### config.mk
export PLATFORM = sky130hd
export DESIGN_NAME = prio_irq_ctrl
export DESIGN_NICKNAME = d
export VERILOG_FILES = /design/src/rtl/pic_pkg.sv /design/src/rtl/pic_req_latch.sv /design/src/rtl/pic_prio_enc.sv /design/src/rtl/pic_isr.sv /design/src/rtl/prio_irq_ctrl.sv
export SDC_FILE = /design/constraint.sdc
export NUM_CORES = 1
export LEC_CHECK = 0
export ABC_AREA = 1
export CAP_MARGIN = 25
export CORE_MARGIN = 2
export CORE_UTILIZATION = 45
export DETAILED_ROUTE_END_ITERATION = 8
export PLACE_DENSITY = 0.66
export SLEW_MARGIN = 10
export SYNTH_ARGS = -nofsm -noshare
export SYNTH_HDL_FRONTEND = slang
export SYNTH_SLANG_ARGS = --single-unit
### constraint.sdc
create_clock -name clk -period 4.2 [get_ports clk]
set_clock_uncertainty 0.2 [all_clocks]
set_input_delay 0.42 -clock clk [delete_from_list [all_inputs] [get_ports clk]]
set_output_delay 0.42 -clock clk [all_outputs]
set_load 0.05 [all_outputs]
### src/rtl/pic_pkg.sv
package pic_pkg;
  typedef enum logic {
    EOI_NAMED = 1'b0,
    EOI_TOP   = 1'b1
  } eoi_kind_e;
endpackage

### src/rtl/pic_req_latch.sv
module pic_req_latch #(
  parameter int N = 8
) (
  input  logic         clk,
  input  logic         rst,
  input  logic [N-1:0] req_in,
  input  logic [N-1:0] take,
  output logic [N-1:0] pend_q
);
  logic [N-1:0] prev_q;

  for (genvar g = 0; g < N; g++) begin : g_line
    always_ff @(posedge clk) begin
      if (rst) begin
        prev_q[g] <= 1'b0;
        pend_q[g] <= 1'b0;
      end else begin
        prev_q[g] <= req_in[g];
        if (req_in[g] && !prev_q[g])
          pend_q[g] <= 1'b1;
        else if (take[g])
          pend_q[g] <= 1'b0;
      end
    end
  end
endmodule

### src/rtl/pic_prio_enc.sv
module pic_prio_enc #(
  parameter int N  = 8,
  parameter int LW = $clog2(N)
) (
  input  logic [N-1:0]  bits,
  output logic          any,
  output logic [LW-1:0] idx
);
  always_comb begin
    any = 1'b0;
    idx = '0;
    for (int i = N - 1; i >= 0; i--) begin
      if (bits[i]) begin
        any = 1'b1;
        idx = LW'(i);
      end
    end
  end
endmodule

### src/rtl/pic_isr.sv
module pic_isr #(
  parameter int N  = 8,
  parameter int LW = $clog2(N)
) (
  input  logic            clk,
  input  logic            rst,
  input  logic [N-1:0]    set_bits,
  input  logic            eoi_valid,
  input  pic_pkg::eoi_kind_e eoi_kind,
  input  logic [LW-1:0]   eoi_level,
  output logic [N-1:0]    isr_q,
  output logic            top_any,
  output logic [LW-1:0]   top_idx
);
  logic [N-1:0] clr_bits;

  pic_prio_enc #(.N(N), .LW(LW)) u_top (
    .bits (isr_q),
    .any  (top_any),
    .idx  (top_idx)
  );

  always_comb begin
    clr_bits = '0;
    if (eoi_valid) begin
      if (eoi_kind == pic_pkg::EOI_NAMED)
        clr_bits = N'(1) << eoi_level;
      else if (top_any)
        clr_bits = N'(1) << top_idx;
    end
  end

  always_ff @(posedge clk) begin
    if (rst) isr_q <= '0;
    else     isr_q <= (isr_q & ~clr_bits) | set_bits;
  end
endmodule

### src/rtl/prio_irq_ctrl.sv
module prio_irq_ctrl #(
  parameter int NUM_LINES = 8,
  parameter int VEC_W     = 8,
  localparam int LVL_W    = $clog2(NUM_LINES)
) (
  input  logic                 clk,
  input  logic                 rst,
  input  logic [NUM_LINES-1:0] req_in,
  input  logic                 mask_we,
  input  logic [NUM_LINES-1:0] mask_wdata,
  input  logic                 base_we,
  input  logic [VEC_W-1:0]     base_wdata,
  input  logic                 auto_eoi,
  output logic                 irq_out,
  input  logic                 ack,
  output logic                 vec_valid,
  output logic [VEC_W-1:0]     vec_out,
  input  logic                 eoi_valid,
  input  logic                 eoi_mode,
  input  logic [LVL_W-1:0]     eoi_level
);
  logic [NUM_LINES-1:0] pend_q, mask_q, vis, take, set_bits, isr_q;
  logic [VEC_W-1:0]     base_q;
  logic                 vis_any, isr_any, taken;
  logic [LVL_W-1:0]     vis_idx, isr_idx;
  pic_pkg::eoi_kind_e   eoi_kind;

  assign eoi_kind = pic_pkg::eoi_kind_e'(eoi_mode);
  assign vis      = pend_q & ~mask_q;

  pic_req_latch #(.N(NUM_LINES)) u_req (
    .clk    (clk),
    .rst    (rst),
    .req_in (req_in),
    .take   (take),
    .pend_q (pend_q)
  );

  pic_prio_enc #(.N(NUM_LINES), .LW(LVL_W)) u_pick (
    .bits (vis),
    .any  (vis_any),
    .idx  (vis_idx)
  );

  pic_isr #(.N(NUM_LINES), .LW(LVL_W)) u_isr (
    .clk       (clk),
    .rst       (rst),
    .set_bits  (set_bits),
    .eoi_valid (eoi_valid),
    .eoi_kind  (eoi_kind),
    .eoi_level (eoi_level),
    .isr_q     (isr_q),
    .top_any   (isr_any),
    .top_idx   (isr_idx)
  );

  // A visible request is eligible only if it outranks every line in service.
  assign irq_out = vis_any && (!isr_any || (vis_idx < isr_idx));
  assign taken   = ack && irq_out;

  always_comb begin
    take     = '0;
    set_bits = '0;
    if (taken) begin
      take = NUM_LINES'(1) << vis_idx;
      if (!auto_eoi) set_bits = NUM_LINES'(1) << vis_idx;
    end
  end

  always_ff @(posedge clk) begin
    if (rst) begin
      mask_q    <= '0;
      base_q    <= '0;
      vec_valid <= 1'b0;
      vec_out   <= '0;
    end else begin
      if (mask_we) mask_q <= mask_wdata;
      if (base_we) base_q <= base_wdata;
      vec_valid <= taken;
      if (taken) vec_out <= base_q + VEC_W'(vis_idx);
    end
  end
endmodule

* Yosys cells after proc, flatten, opt, wreduce, memory -nomap -nowiden
Cells that the tools add are included.
** Cells by class
- Add/subtract/negate cells :: 1
- Multiplexer cells :: 54
- Eq/ne operators :: 0
- Reduce and logical (&&, ||, !) cells :: 28
- Divide/modulo/power cells :: 0
- Shift-type cells :: 3
- Order comparisons :: 1
- Multiply operators :: 0
- Bitwise operators :: 5
** Operators by type and width (number)
- 3-bit two-way mux :: 16
- 8-bit two-way mux :: 6
- 1-bit two-way mux :: 32
- 1-bit by 3-bit left shift with 8-bit output (first input constant) :: 3
- 8-bit bitwise AND :: 2
- 8-bit NOT :: 2
- 2-bit nonzero test :: 8
- 1-bit logical AND :: 10
- 1-bit zero test :: 9
- 8-bit by 3-bit adder with 8-bit output :: 1
- 8-bit OR :: 1
- 3-bit < comparator :: 1
- 1-bit logical OR :: 1
** Word-level totals
- Bits of input ports :: 35
- Memories :: 0
- Logic and storage cells :: 113
- Output and inout port bits :: 10
- Latch bits :: 0
- Bits in registers :: 49
- Memory bits (read-only) :: 0
- Memory bits (writable) :: 0

* Longest topological paths before layout
Gate-level depths: netlist of run 1.
- Depth after elaboration :: 17
- Gate-level depth with buffers :: 19
- Mapped depth without buffers :: 19

* Hierarchy
From an unflattened synthesis of run 1, not the netlist that was laid out.
** Second synthesis, totals
- Cells, all modules :: 430
- Area total of the unflattened synthesis :: 2770.2 sq um
** Modules (own cells, without submodules)
- prio_irq_ctrl :: seq. area each 500.5 sq um, area each 1408.9 sq um, instances 1, cells an instance 223
- pic_req_latch :: seq. area each 320.3 sq um, area each 638.1 sq um, instances 1, cells an instance 75
- pic_isr :: seq. area each 160.2 sq um, area each 525.5 sq um, instances 1, cells an instance 88
- pic_prio_enc :: seq. area each 0.0 sq um, area each 98.8 sq um, instances 2, cells an instance 22

* Worst setup path after synthesis of run 1
Ideal clock, no wire load.
- Kind :: reg2out
- Start point :: reg u_req.pend_q[7]
- End point :: out irq_out
- Slack :: 1.772 ns
- Cell stages (with the launch flop) :: 12
- Data arrival time :: 1.808 ns
- Buffers on the path :: 1
- Required time :: 3.580 ns
- Cells stage by stage :: dfxtp_1 > inv_1 > o21ai_1 > nor2_1 > nor3_2 > ha_1 > inv_1 > o21bai_1 > inv_1 > nand2_2 > a21boi_4 > buf_6
** On the way
- Cells in the longest elaborated chain, start to end :: 12
- Elaborated cells on any way between the ends :: 20
- Classes of those cells :: order compare: 1; mux: 16; bitwise: 1; reduce/logical: 2
** RTL lines
- from (decl) :: line pic_req_latch.sv:8 : output logic [N-1:0] pend_q
- from (signal, indexed assignment) :: line pic_req_latch.sv:16 : pend_q[g] <= 1'b0;
- from (signal, indexed assignment) :: line pic_req_latch.sv:20 : pend_q[g] <= 1'b1;
- from (signal, indexed assignment) :: line pic_req_latch.sv:22 : pend_q[g] <= 1'b0;
- 8-bit bitwise AND * :: line prio_irq_ctrl.sv:29 : assign vis = pend_q & ~mask_q;
- 3-bit two-way mux (8 in series) :: line pic_prio_enc.sv:13 : if (bits[i]) begin
- 3-bit < comparator :: line prio_irq_ctrl.sv:58 : assign irq_out = vis_any && (!isr_any || (vis_idx < isr_idx));
- 1-bit logical OR :: line prio_irq_ctrl.sv:58
- 1-bit logical AND * :: line prio_irq_ctrl.sv:58
- to (decl) :: line prio_irq_ctrl.sv:14 : output logic irq_out,
Mark *: on every way between the ends. The rest lies on a longest branch, timed or not.

* Final worst setup path of run 1
Same ends and word-level chain as after synthesis.

==> results of run 1 <==
## critical path, stage by stage, from the launching register on
cell and delay [ns]:
dfxtp_1 0.34, inv_1 0.05, o21ai_1 0.16, nor2_1 0.09
nor3_2 0.39, ha_1 0.32, inv_1 0.07, o21bai_1 0.08
inv_1 0.07, nand2_2 0.07, a21boi_4 0.13, clkdlybuf4s50_1 0.81
## registers in the layout, summed over array words and instances (netlist names)
signal	count
u_isr.isr_q	8
u_req.prev_q	8
base_q	8
vec_valid	1
mask_q	8
vec_out	8
u_req.pend_q	8
## report_power, final
part | total [mW] | switching, mW | internal (mW)
clock | 0.294 | 0.160 | 0.134
combinational | 0.376 | 0.240 | 0.136
sequential | 0.522 | 0.0185 | 0.503
total | 1.19 | 0.418 | 0.773
## area by class of cell
cell class	count	area (µm²)
multi-input combinational	247	1222
inverter	60	225.2
tap	72	90.09
sequential	49	980.9
fill	569	2369
clock inverter	2	13.76
clock buffer	6	82.58
timing repair buffer	46	455.4
## stage by stage
step                  util  setup WS [ns]  power [mW]  instances  hold WS (ns)
floorplan                -          1.772      0.8006        368        0.1898
global placement    0.5468          1.085      0.9022        474        0.1973
detailed placement  0.5468          1.037      0.9078        474        0.2035
CTS                 0.5645         0.6876       1.200        482        0.2172
global route        0.5645         0.5108       1.267        482        0.2307
finish              0.5645         0.6812       1.192        482        0.2107
## cells by family after synthesis
kind of cell,Yosys count,synth area share
XOR/XNOR,6,0.02107
AO/OA/AOI/OAI,76,0.1691
buffers and inverters,72,0.1164
adder cells (fa/ha/maj),4,0.02007
AND/OR/NAND/NOR,161,0.2800
flip-flops,49,0.3934
## layer usage
layer  up-vias  wire length, µm  track usage
li1       1256                -            -
met1      1036             2623       0.2379
met2        38             2579       0.3233
met3         7              171      0.03563
met4         0               68      0.06316
met5         -                0            0
## how the worst max path moves through the flow
| stage | startpoint | to | slack (ns) | depth (start not counted) |
|---|---|---|---|---|
| 2_1_floorplan | u_req.pend_q[7]$_SDFFE_PP0P_ | irq_out | 1.77 | 11 |
| 3_3_place_gp | u_req.pend_q[0]$_SDFFE_PP0P_ | irq_out | 1.08 | 11 |
| 3_5_place_dp | u_req.pend_q[7]$_SDFFE_PP0P_ | irq_out | 1.04 | 11 |
| 4_1_cts | u_req.pend_q[7]$_SDFFE_PP0P_ | irq_out | 0.69 | 11 |
| 5_1_grt | u_req.pend_q[7]$_SDFFE_PP0P_ | irq_out | 0.51 | 11 |
| 6_report | u_req.pend_q[7]$_SDFFE_PP0P_ | irq_out | 0.68 | 11 |
## cells in the final DEF, fill, tap and decap left out, types with 3 or more instances in the layout
cell             count
nor3_1               9
o21ai_1              3
o21ai_0             30
inv_1               59
nand3_1             27
o21bai_1             7
ha_1                 4
a21oi_1             30
nand2_1             82
clkbuf_8             6
nor2_1              30
nand2_2              3
xor2_1               6
nand4_1              4
dfxtp_1             49
clkdlybuf4s50_1     44
==> metrics.md, run 1 <==
| Metric | Value |
|---|---|
| Outcome | finished clean |
| Synth async-reset ratio | 0 |
| Site Rows | 27 |
| Vias in the first global route | 2157 |
| Full die area | 6153 µm² |
| Tcrit/Tclk final | 0.8378 |
| Net count after synthesis | 407 |
| # nets final | 448 |
| Most frequent cell after synthesis | nand2_1 |
| DP Area | 2974 µm² |
| Clock buffer depth | 2 |
| Vias per cell | around 4.8 |
| Pin count of the biggest net entering global routing | 30 |
| Hold-fix buffer count after cts | 0 |
| Post-CTS setup buffers | 0 |
| Mapped Cells | roughly 370 |
| Flops & latches, synth | between 40 and 50 |
| Number of synthesized flops with an enable pin | 0 |
| Drt drc | 0 |
| Via count | 2337 |
| Gr usage total | 0.1886 |
| Final slew viol count | 0 |
| Setup violations, final | 0 |
| FF-to-FF path depth | 13 |
| CTS clk-pin slew, worst paths | 0.09 ns |
| Seq/Total Area, Yosys | 0.3934 |
| Synth top cells by count | 82 x nand2_1, 59 x inv_1, 49 x dfxtp_1 |
| Worst Hold Depth | 1 |
| Post-Route WL | roughly 5400 µm |
| Initial Util | 0.4585 |
| Congestion Overflow GR | 0 |
| Synth-to-Final Area Change | 23.13% |
| First-pass DRT Iterations | 5 |
| Hold Path Class | reg2reg |
| Pwr Density | 388.1 nW/µm² |
| TritonCTS Buffers | 5 |
| Cell Area, Synth | between 2000 and 2500 µm² |
| R2R Setup Slk | 1.50 ns |
| Synth warn | 0 |
| Max Freq | ~280 MHz |
| Largest cells by area after synthesis | dfxtp_1 39%, nand2_1 12%, inv_1 8.9% |
| Worst Path Max Fanout | 8 |
| Peak VDD IR | about 0.22 mV |
| CP required | about 3.6 ns |
| Routed Antenna Nets | 0 |
| Ports | 45 |
| Worst Hold End | u_req.pend_q[0]$_SDFFE_PP0P_ |
| Die Wd | 78.44 µm |
| RR Startpoint | u_req.pend_q[7]$_SDFFE_PP0P_ |
| PortBufs | 44 |
| H-tree depth | 2 |
| RR Endpoint | u_req.pend_q[0]$_SDFFE_PP0P_ |
| WP data arrival | slightly below 3 ns |
| Die H | 78.44 µm |
| RSZ-0062 raised after global routing | false |
| Share of the synthesized area in the top cell type | 0.3934 |
| RD Place Congestion | 0.8541 |
| Least-Margin Pin Slew | 0.7486 ns |
| Core area | around 5400 µm² |
| Detail Placement HPWL | 4156 µm |
| Drt wl/cell | 11.29 µm |
| Min-delay src | u_req.prev_q[0]$_SDFF_PP0_ |
| Initial antenna violation count | 0 |
| Final min period | 3.519 ns |
| Sink Count | 49 |
| Final Hold Vio Count | 0 |
| DR iter-0 viols | about 170 |
| Root Driver | clkbuf_8 |
| Ys flop type | dfxtp_1 |
| Setup TNS | 0 ns |
| CTS tree | yes |
| Diode count | 0 |
| Unique masters post-synth | 29 |
| Post-CTS Resized | 0 |
| Avg Inst Size Synth | between 6 and 7 µm² |
| Kind of critical path | reg2out |
| CP endpoint kind | output port |
| Crit start category | flip-flop |
| Clk Latency, worst-skew pair | a little over 0.3 ns |
| Pleak | 1.397 nW |
| Layout cells sized above 1 | 0.04634 |
| Max-cap violations | 0 |
| Synth area leader | dfxtp_1 |
| Slew HR | 0.5004 |
| Global-route wire length before repair | 9342 µm |
| Final instance area | between 3000 and 4000 µm² |
(Power assumes the default switching activity.)
==> run 2, diff against run 1 <==
- clock period: 4.2 -> 3.53 ns (I/O delays scaled with it)
==> run 2 against run 1 <==
Against the previous run: critical path depth rose by 2; routed wire length fell by 2.8%; total power rose by 16%; via count rose by 0.73%; flip-flop and latch count did not move; clock-buffer cell count rose by 1; critical endpoint unchanged; largest cell class unchanged; sequential share of layout area rose by 0.16 points; global-route usage fell by 0.53 points; worst hold slack got worse by 0.0030 ns; sequential power rose by 19%.
==> metrics.md, run 2 (same netlist as run 1, synthesis figures left out) <==
| Metric | Value |
|---|---|
| Max layer used | met4 |
| Fill cells | 574 |
| PortBufs | 44 |
| DR iter-0 viols | about 110 |
| Die H | approximately 80 µm |
| CP required | 2.98 ns |
| Ports | between 40 and 50 |
| P_sw | 0.4826 mW |
| Most common cell after layout, fill and taps aside | nand2_1 |
| Full die area | 6153 µm² |
| CTS tree | yes |
| Peak VDD IR | 0.3338 mV |
| Site Rows | 27 |
| Congestion Overflow GR | 0 |
| Tcrit/Tclk final | 0.8637 |
| Clock buffer depth | 2 |
| Switching fraction of total power | 0.3497 |
| DR WL met2 | between 2000 and 3000 µm |
| Max-cap violations | 0 |
| RSZ-0062 raised after global routing | false |
| Hold-fix buffer count after cts | 0 |
| Pin count of the biggest net entering global routing | 30 |
| Comb pwr share | 0.319 |
| DP Area | 2972 µm² |
| Final Power | 1.380 mW |
| CP endpoint kind | output port |
| Max Freq | 328.0 MHz |
| TritonCTS Buffers | 5 |
| FF-to-FF path depth | 15 |
| WL met3 | 202 µm |
| Final min period | 3.049 ns |
| Worst Hold Depth | 1 |
| Setup TNS | 0 ns |
| Placed cell count | 474 |
| Kind of critical path | reg2out |
| Outcome | finished clean |
| Fin cells | 482 |
| Global-route wire length before repair | 9114 µm |
| Core area | 5439 µm² |
| Worst path cell trace | inv_1, nand2_1, nor3_1, inv_1, nor2_1, inv_1, ha_1, inv_1, o21bai_1, inv_1, nand2_2, a21boi_4, buf_4 |
| Vias per cell | 4.884 |
| Layout cells sized above 1 | 0.04390 |
| Setup violations, final | 0 |
| Initial antenna violation count | 0 |
| Most common cell on crit path | inv_1 |
| CTS clk-pin slew, worst paths | ~0.08 ns |
| Post-CTS Resized | 0 |
| Final slew viol count | 0 |
| Pint | 0.8975 mW |
| Clock power share | 0.232 |
| Met1 wire length | 2358 µm |
| Slowest-stage cell, CP | a21boi_4 |
| Final Hold Vio Count | 0 |
| Layout Utilization | 0.5618 |
| Final instance area | 3055 µm² |
| Worst Path Max Fanout | 16 |
| Die Wd | 78.44 µm |
| Diode count | 0 |
| Detail Placement HPWL | 4146 µm |
| Initial Util | 0.4585 |
| # nets final | about 450 |
| Slew HR | 0.4917 |
| Pwr Density | 451.7 nW/µm² |
| Crit start category | flip-flop |
| Least-Margin Pin Slew | ~0.76 ns |
| Worst path max stage delay | ~0.37 ns |
| Clk Latency, worst-skew pair | 0.30 ns |
| Hold Path Class | reg2reg |
| Gr usage total | 0.1833 |
| Sink Count | 49 |
| Drt wl/cell | 10.98 µm |
| Drt drc | 0 |
| Pleak | 1.385 nW |
| Post-CTS setup buffers | 0 |
| Reg power frac | 0.450 |
| Via count | 2354 |
| Routed Antenna Nets | 0 |
| Most frequent cells in the layout | 82 x nand2_1, 59 x inv_1, 49 x dfxtp_1 |
| First-pass DRT Iterations | 4 |
| RD Place Congestion | 0.8753 |
| H-tree depth | 2 |
| Root Driver | clkbuf_8 |
| Synth-to-Final Area Change | 22.53% |
| Vias in the first global route | about 2.2k |
| WP data arrival | 2.50 ns |
| Post-Route WL | between 5000 and 6000 µm |
==> run 2: cell count changes in the layout (fill, tap and decap cells not counted), sizes merged <==
| cell | before | now |
|---|---|---|
| clkdlybuf4s50 | 44 | 43 |
| clkinv | 2 | 0 |
| clkinvlp | 0 | 1 |
| clkbuf | 6 | 7 |
| buf | 2 | 3 |
==> run 2: worst paths after layout <==
path,start,end,slack (ns)
worst max-delay path,u_isr.isr_q[0]$_SDFF_PP0_,irq_out,0.48
worst min register to register,u_req.prev_q[0]$_SDFF_PP0_,u_req.pend_q[0]$_SDFFE_PP0P_,0.21
worst min-delay path,u_req.prev_q[0]$_SDFF_PP0_,u_req.pend_q[0]$_SDFFE_PP0P_,0.21
worst max register to register,u_isr.isr_q[0]$_SDFF_PP0_,u_req.pend_q[0]$_SDFFE_PP0P_,0.94
==> run 2: worst max-delay path, delay by kind of cell (launching register included) <==
family | cells | cell delay [ns]
AOI/OAI and AO/OA | 2 | 0.45
buffers and inverters | 6 | 0.67
and+or+nand+nor | 4 | 0.49
DFF | 1 | 0.32
adders and majority gates | 1 | 0.27
==> run 2: area by class of cell <==
type                            count  area (µm²)  area share
Tap cell                           72       90.09     0.02948
Sequential cell                    49       980.9      0.3210
Inverter                           60       225.2     0.07371
Multi-Input combinational cell    247        1222      0.4001
Clock buffer                        7       76.32     0.02498
Timing Repair Buffer               46       452.9      0.1482
Clock inverter                      1       7.507    0.002457
==> run 2: stage by stage <==
| step | hold slack (ns) | setup slack, ns |
|---|---|---|
| after detailed placement | 0.1978 | 0.8070 |
| after global placement | 0.1984 | 0.8818 |
| after floorplan | 0.1898 | 1.169 |
| final | 0.2077 | 0.4812 |
| after CTS | 0.2102 | 0.4812 |
| after global routing | 0.2264 | 0.2027 |
==> run 2: layer usage <==
layer | track usage | vias up
li1 | - | 1255
met1 | 0.2174 | 1044
met2 | 0.3310 | 45
met3 | 0.03563 | 10
met4 | 0.05965 | 0
met5 | 0 | -
==> run 2: power groups by stage <==
| stage | Combinational [mW] | Clock (mW) | Sequential [mW] |
|---|---|---|---|
| after CTS | 0.443 | 0.328 | 0.621 |
| after global routing | 0.494 | 0.357 | 0.626 |
| after detailed placement | 0.442 | 0 | 0.634 |
| final | 0.440 | 0.320 | 0.620 |
| after floorplan | 0.274 | 0 | 0.679 |
| after global placement | 0.435 | 0 | 0.633 |
